File: src/rtl/mph_tstamp_pkg.sv
package mph_tstamp_pkg;

  // copy whose increment sits half a period away from the hit quarter
  function automatic int unsigned sel_of(int unsigned qtr, int unsigned n_ph);
    return (qtr + n_ph / 2) % n_ph;
  endfunction

  // copy k lags copy 0 when the hit phase has not yet reached k
  function automatic logic corr_of(int unsigned qtr, int unsigned sel);
    return (qtr != 0) && (qtr <= sel);
  endfunction

endpackage

File: src/rtl/mph_tstamp_ctr.sv
module mph_tstamp_ctr #(
  parameter int unsigned NUM_PH = 4,
  parameter int unsigned CNT_W  = 32
) (
  input  logic                           clk_i,
  input  logic                           rst_ni,
  input  logic                           init_i,
  output logic [NUM_PH-1:0][CNT_W-1:0]   cnt_o
);
  localparam int unsigned PH_W = $clog2(NUM_PH);

  logic [PH_W-1:0] ph_q;

  always_ff @(posedge clk_i or negedge rst_ni) begin
    if (!rst_ni)                          ph_q <= '0;
    else if (init_i)                      ph_q <= '0;
    else if (ph_q == PH_W'(NUM_PH - 1))   ph_q <= '0;
    else                                  ph_q <= ph_q + 1'b1;
  end

  for (genvar k = 0; k < NUM_PH; k++) begin : g_copy
    logic [CNT_W-1:0] cnt_q;
    always_ff @(posedge clk_i or negedge rst_ni) begin
      if (!rst_ni)                 cnt_q <= '0;
      else if (init_i)             cnt_q <= '0;
      else if (ph_q == PH_W'(k))   cnt_q <= cnt_q + 1'b1;
    end
    assign cnt_o[k] = cnt_q;
  end

endmodule

File: src/rtl/mph_tstamp_cap.sv
module mph_tstamp_cap #(
  parameter int unsigned NUM_PH = 4,
  parameter int unsigned CNT_W  = 32
) (
  input  logic                           clk_i,
  input  logic                           rst_ni,
  input  logic                           hit_i,
  input  logic [NUM_PH-1:0][CNT_W-1:0]   cnt_i,
  output logic [NUM_PH-1:0][CNT_W-1:0]   cap_o
);

  always_ff @(posedge clk_i or negedge rst_ni) begin
    if (!rst_ni)    cap_o <= '0;
    else if (hit_i) cap_o <= cnt_i;
  end

endmodule

File: src/rtl/mph_tstamp_sel.sv
module mph_tstamp_sel
  import mph_tstamp_pkg::*;
#(
  parameter int unsigned NUM_PH = 4,
  parameter int unsigned CNT_W  = 32,
  parameter int unsigned FINE_W = 8
) (
  input  logic                            clk_i,
  input  logic                            rst_ni,
  input  logic                            init_i,
  input  logic [NUM_PH-1:0][CNT_W-1:0]    cap_i,
  input  logic [FINE_W-1:0]               fine_i,
  input  logic                            fine_vld_i,
  output logic [CNT_W+FINE_W-1:0]         stamp_o,
  output logic                            stamp_vld_o,
  output logic [CNT_W+FINE_W-1:0]         ivl_o,
  output logic                            ivl_vld_o
);
  localparam int unsigned PH_W    = $clog2(NUM_PH);
  localparam int unsigned STAMP_W = CNT_W + FINE_W;

  logic [PH_W-1:0]    qtr, sel;
  logic               corr;
  logic [CNT_W-1:0]   coarse;
  logic [STAMP_W-1:0] stamp_d;
  logic               have_prev_q;

  assign qtr = fine_i[FINE_W-1 -: PH_W];

  always_comb begin
    sel     = PH_W'(sel_of(32'(qtr), NUM_PH));
    corr    = corr_of(32'(qtr), 32'(sel));
    coarse  = cap_i[sel] + CNT_W'(corr);
    stamp_d = {coarse, fine_i};
  end

  always_ff @(posedge clk_i or negedge rst_ni) begin
    if (!rst_ni) begin
      stamp_o     <= '0;
      stamp_vld_o <= 1'b0;
      ivl_o       <= '0;
      ivl_vld_o   <= 1'b0;
      have_prev_q <= 1'b0;
    end else begin
      stamp_vld_o <= fine_vld_i;
      ivl_vld_o   <= fine_vld_i && have_prev_q && !init_i;
      if (fine_vld_i) begin
        stamp_o <= stamp_d;
        ivl_o   <= stamp_d - stamp_o;
      end
      if (init_i)          have_prev_q <= 1'b0;
      else if (fine_vld_i) have_prev_q <= 1'b1;
    end
  end

endmodule

File: src/rtl/mph_tstamp.sv
module mph_tstamp #(
  parameter int unsigned NUM_PH = 4,
  parameter int unsigned CNT_W  = 32,
  parameter int unsigned FINE_W = 8
) (
  input  logic                      clk_i,
  input  logic                      rst_ni,
  input  logic                      init_i,
  input  logic                      hit_i,
  input  logic [FINE_W-1:0]         fine_i,
  input  logic                      fine_vld_i,
  output logic [CNT_W+FINE_W-1:0]   stamp_o,
  output logic                      stamp_vld_o,
  output logic [CNT_W+FINE_W-1:0]   ivl_o,
  output logic                      ivl_vld_o
);

  logic [NUM_PH-1:0][CNT_W-1:0] cnt_q;
  logic [NUM_PH-1:0][CNT_W-1:0] cap_q;

  mph_tstamp_ctr #(.NUM_PH(NUM_PH), .CNT_W(CNT_W)) u_ctr (
    .clk_i  (clk_i),
    .rst_ni (rst_ni),
    .init_i (init_i),
    .cnt_o  (cnt_q)
  );

  mph_tstamp_cap #(.NUM_PH(NUM_PH), .CNT_W(CNT_W)) u_cap (
    .clk_i  (clk_i),
    .rst_ni (rst_ni),
    .hit_i  (hit_i),
    .cnt_i  (cnt_q),
    .cap_o  (cap_q)
  );

  mph_tstamp_sel #(.NUM_PH(NUM_PH), .CNT_W(CNT_W), .FINE_W(FINE_W)) u_sel (
    .clk_i       (clk_i),
    .rst_ni      (rst_ni),
    .init_i      (init_i),
    .cap_i       (cap_q),
    .fine_i      (fine_i),
    .fine_vld_i  (fine_vld_i),
    .stamp_o     (stamp_o),
    .stamp_vld_o (stamp_vld_o),
    .ivl_o       (ivl_o),
    .ivl_vld_o   (ivl_vld_o)
  );

endmodule

File: config.mk
export PLATFORM = sky130hd
export DESIGN_NAME = mph_tstamp
export DESIGN_NICKNAME = d
export VERILOG_FILES = /design/src/rtl/mph_tstamp_pkg.sv /design/src/rtl/mph_tstamp_ctr.sv /design/src/rtl/mph_tstamp_cap.sv /design/src/rtl/mph_tstamp_sel.sv /design/src/rtl/mph_tstamp.sv
export SDC_FILE = /design/constraint.sdc
export NUM_CORES = 1
export LEC_CHECK = 0
export BUFFER_PORTS_ARGS = -buffer_cell sky130_fd_sc_hd__buf_2
export CELL_PAD_IN_SITES_DETAIL_PLACEMENT = 0
export CELL_PAD_IN_SITES_GLOBAL_PLACEMENT = 1
export CORE_MARGIN = 4
export CORE_UTILIZATION = 50
export DETAILED_ROUTE_END_ITERATION = 7
export GPL_TIMING_DRIVEN = 0
export PLACE_DENSITY = 0.85
export REMOVE_ABC_BUFFERS = 1
export SLEW_MARGIN = 10
export SYNTH_ARGS = -nofsm -noshare
export SYNTH_HDL_FRONTEND = slang
export SYNTH_SLANG_ARGS = --single-unit
File: constraint.sdc
create_clock -name clk_i -period 6.1 [get_ports clk_i]
set_clock_uncertainty 0.2 [all_clocks]
set_input_delay 1.22 -clock clk_i [delete_from_list [all_inputs] [get_ports clk_i]]
set_output_delay 1.22 -clock clk_i [all_outputs]
set_load 0.05 [all_outputs]
==> impl_metrics.ini <==
[outcome]
outcome = finished clean

[global_route]
grt_first_pass_wirelength_mm = 62.5
globalRouteTotalUtil_pct = 19.3
total_grt_overflow = 0
number_of_antenna_violations_at_the_first_check_in_global_routing = 0
grt_start_max_net_pins = 104
via_count_of_the_first_global_routing_pass = 12100

[synthesis]
syn_avg_cell_area_um2 = 10.8
synth_cell_area_mm2 = 0.0176
ys_seq_area_share_pct = 48.4
syn-instance-count = 1625
postSynth.asyncResetShare_pct = 100
synth.distinct_cells = 71
synth-warning-count = 0
number_of_flops_mapped_to_enable_cells_by_yosys = 0
most_used_flip_flop_cell_after_synthesis = sky130_fd_sc_hd__dfrtp_1
synth.ff_latch_count = 341

[timing]
timing.hold.ws_ns = 0.285
setup_repair_after_global_routing_missed_its_margin = false
worst_slew_margin_rel_pct = 45.5
timing_worst_slew_pin_value_ns = 0.816
final-max-slew-violation-count = 0
post-route-period-util_pct = 92.2
timing.fmax_mhz = 178
setup_viol = 0
hold_viol_final = 0
period_needed_ns = 5.62

[detailed_routing]
first_pass_iters = 5
vias = 12000
routed_wire_length_per_instance_um = 16.8
violation_count_after_the_first_detailed_route_iteration = 706
drt.antenna.violating_nets = 0
wl_mm = 36.4
drc_errors = 0
dr_vias_cell = 5.51

[power]
share_of_power_burned_in_registers_pct = 42.6
internal_power_uw = 4020
net-switching-power_uw = 1780
pwr-share-comb_pct = 21.0
power_density_mw_per_mm2 = 295
vdd.ir_drop.worst_mv = 0.451
switching_share_pct = 30.7
leakage_power_of_the_design_uw = 0.00932
clockPowerShare_pct = 36.4

[clock_tree]
post_cts_buffers = 0
tritoncts_num_sinks = 341
ctsHtreeMaxLevel = 2
cts_tree = done
tritoncts_buffers = 36
clock_path_buffers = 3
clock_tree.root_cell = sky130_fd_sc_hd__clkbuf_16
clock_latency_ns = 0.52
clk_transition_reported_paths_ns = 0.06

[floorplanning]
core_region_area_mm2 = 0.0346
die_area_mm2 = 0.0383
std_cell_rows = 68
fp.dieH_um = 196
die-width_um = 196
floorplan.initialDensity_pct = 50.9
top_level_port_count = 95

[cells_and_area]
antenna_cells_inserted = 0
most_common_library_cell_in_the_layout_ignoring_fill_and_taps = sky130_fd_sc_hd__dfrtp_1
design.final.nets = 1758
final_layout_size_suffix_gt1_share_pct = 20.7
flow.area_growth_from_synthesis_pct = 11.6
stdcell_count = 2174
final_design_area_no_fill_mm2 = 0.0197
layout.cells.most_common_list = 341 x sky130_fd_sc_hd__dfrtp_1, 175 x sky130_fd_sc_hd__nor2_1, 158 x sky130_fd_sc_hd__mux2_2, 139 x sky130_fd_sc_hd__nand2_1, 93 x sky130_fd_sc_hd__xor2_1

[worst_setup_path]
worst_ep_required_time_ns = 6.30
worstSetupPathType = in -> reg
crit_path_max_fanout = 35
worst-endpoint-arrival_ns = 5.82
worstSetupEndpointType = register
critical_path.startpoint_type = input port

[run]
cap_viol_max_count = 0

[placed_design]
post-dp-hpwl_mm = 26.2
port-buffer-count = 94
globalplace.congestion = 0.841
dp_cells = 2112
placed_standard_cell_area_mm2 = 0.0185

[hold_path]
min_path_type = reg -> reg
==> layer usage <==
| layer | track usage [%] | up-vias | routed length, um | part of all wire [%] |
|---|---|---|---|---|
| met5 | 0 | - | 0 | 0 |
| met4 | 3.62 | 0 | 568 | 1.6 |
| met3 | 2.42 | 44 | 1380 | 3.8 |
| met2 | 31.4 | 190 | 16900 | 46 |
| met1 | 28.5 | 5928 | 17600 | 48 |
| li1 | - | 5812 | - | - |
==> final timing paths <==
check / startpoint / to / slack (ns) / cells after the start
min in group asynchronous: rst_ni / u_ctr.g_copy[0].cnt_q[0] / 0.39 / 1
max: fine_i[7] / u_sel.ivl_o[35] / 0.48 / 18
max reg2reg: u_cap.cap_o[0] / u_sel.ivl_o[35] / 1.34 / 17
max in group asynchronous: rst_ni / u_sel.stamp_o[39] / 4.03 / 3
min reg2reg: u_sel.ivl_o[34] / u_sel.ivl_o[34] / 0.29 / 2
min: u_sel.ivl_o[34] / u_sel.ivl_o[34] / 0.29 / 2
==> synth_stat cells, types with 7 or more instances <==
cell | n | area (um2)
sky130_fd_sc_hd__a21o_1 | 31 | 233
sky130_fd_sc_hd__a21oi_1 | 55 | 275
sky130_fd_sc_hd__and3_1 | 21 | 131
sky130_fd_sc_hd__and4_1 | 10 | 87.6
sky130_fd_sc_hd__clkbuf_1 | 55 | 206
sky130_fd_sc_hd__dfrtp_1 | 341 | 8530
sky130_fd_sc_hd__ha_1 | 49 | 613
sky130_fd_sc_hd__inv_1 | 58 | 218
sky130_fd_sc_hd__mux2_2 | 158 | 1780
sky130_fd_sc_hd__mux4_2 | 26 | 586
sky130_fd_sc_hd__nand2_1 | 139 | 522
sky130_fd_sc_hd__nand2b_1 | 7 | 43.8
sky130_fd_sc_hd__nand3_1 | 66 | 330
sky130_fd_sc_hd__nand4_1 | 29 | 181
sky130_fd_sc_hd__nor2_1 | 175 | 657
sky130_fd_sc_hd__nor2b_1 | 9 | 56.3
sky130_fd_sc_hd__nor3_1 | 25 | 125
sky130_fd_sc_hd__o21a_1 | 14 | 105
sky130_fd_sc_hd__o21ai_0 | 73 | 365
sky130_fd_sc_hd__or3_1 | 19 | 119
sky130_fd_sc_hd__xnor2_1 | 72 | 631
sky130_fd_sc_hd__xor2_1 | 93 | 815
==> power by group through the flow <==
stage | Clock [uW] | Combinational [uW] | Sequential [uW]
2_1_floorplan | 0 | 451 | 2920
3_3_place_gp | 0 | 1200 | 2510
3_5_place_dp | 0 | 1230 | 2520
4_1_cts | 2170 | 1230 | 2480
5_1_grt | 2260 | 1310 | 2490
6_report | 2110 | 1220 | 2470
==> through the flow <==
step / worst slack (ns) / power (uW) / utilization, % / setup TNS (ns)
2_1_floorplan: 1.19 / 3370 / - / 0
3_3_place_gp: -2.86 / 3710 / 53.0 / -965.56
3_5_place_dp: -0.732 / 3740 / 53.5 / -3.86
4_1_cts: 0.0802 / 5870 / 56.8 / 0
5_1_grt: 0.0492 / 6060 / 56.8 / 0
6_report: 0.478 / 5800 / 56.8 / 0
==> flip-flops by register name, summed over array words and instances (netlist names) <==
register	flops
u_cap.cap_o	128
u_ctr.g_copy.cnt_q	128
u_ctr.ph_q	2
u_sel.have_prev_q	1
u_sel.ivl_o	40
u_sel.ivl_vld_o	1
u_sel.stamp_o	40
u_sel.stamp_vld_o	1
==> worst max-delay path, stage by stage <==
cell                        delay (ns)
sky130_fd_sc_hd__buf_4            0.41
sky130_fd_sc_hd__mux4_2           0.34
sky130_fd_sc_hd__ha_1             0.19
sky130_fd_sc_hd__ha_1             0.20
sky130_fd_sc_hd__and4_1           0.27
sky130_fd_sc_hd__nand3_1          0.20
sky130_fd_sc_hd__nor3_4           0.31
sky130_fd_sc_hd__nand2_1          0.11
sky130_fd_sc_hd__xnor2_1          0.26
sky130_fd_sc_hd__ha_1             0.37
sky130_fd_sc_hd__a21oi_1          0.25
sky130_fd_sc_hd__o21bai_1         0.14
sky130_fd_sc_hd__a2111oi_0        0.41
sky130_fd_sc_hd__nand3_1          0.12
sky130_fd_sc_hd__o21ai_1          0.37
sky130_fd_sc_hd__o21ai_0          0.17
sky130_fd_sc_hd__xor2_1           0.17
sky130_fd_sc_hd__mux2_2           0.27
==> layout make-up <==
class	count	area, um2
Multi-Input combinational cell	1157	8540
Clock buffer	52	1010
Tap cell	455	569
Clock inverter	10	118
Sequential cell	341	8530
Timing Repair Buffer	100	669
Fill cell	2892	15000
Inverter	59	221
==> logic make-up after synthesis <==
kind of cell    synth area share, %
fa+ha+maj                      3.59
flops                          48.4
xor+xnor                       8.30
simple gates                   14.3
compound gates                 7.73
buf+inv                        3.06
mux                            14.5
==> timing repair <==
item	4_1_cts	5_1_grt
hold buffers	0	0
setup endpoints to repair	2	2
gates resized for setup	1	3
(Power assumes the default switching activity.)
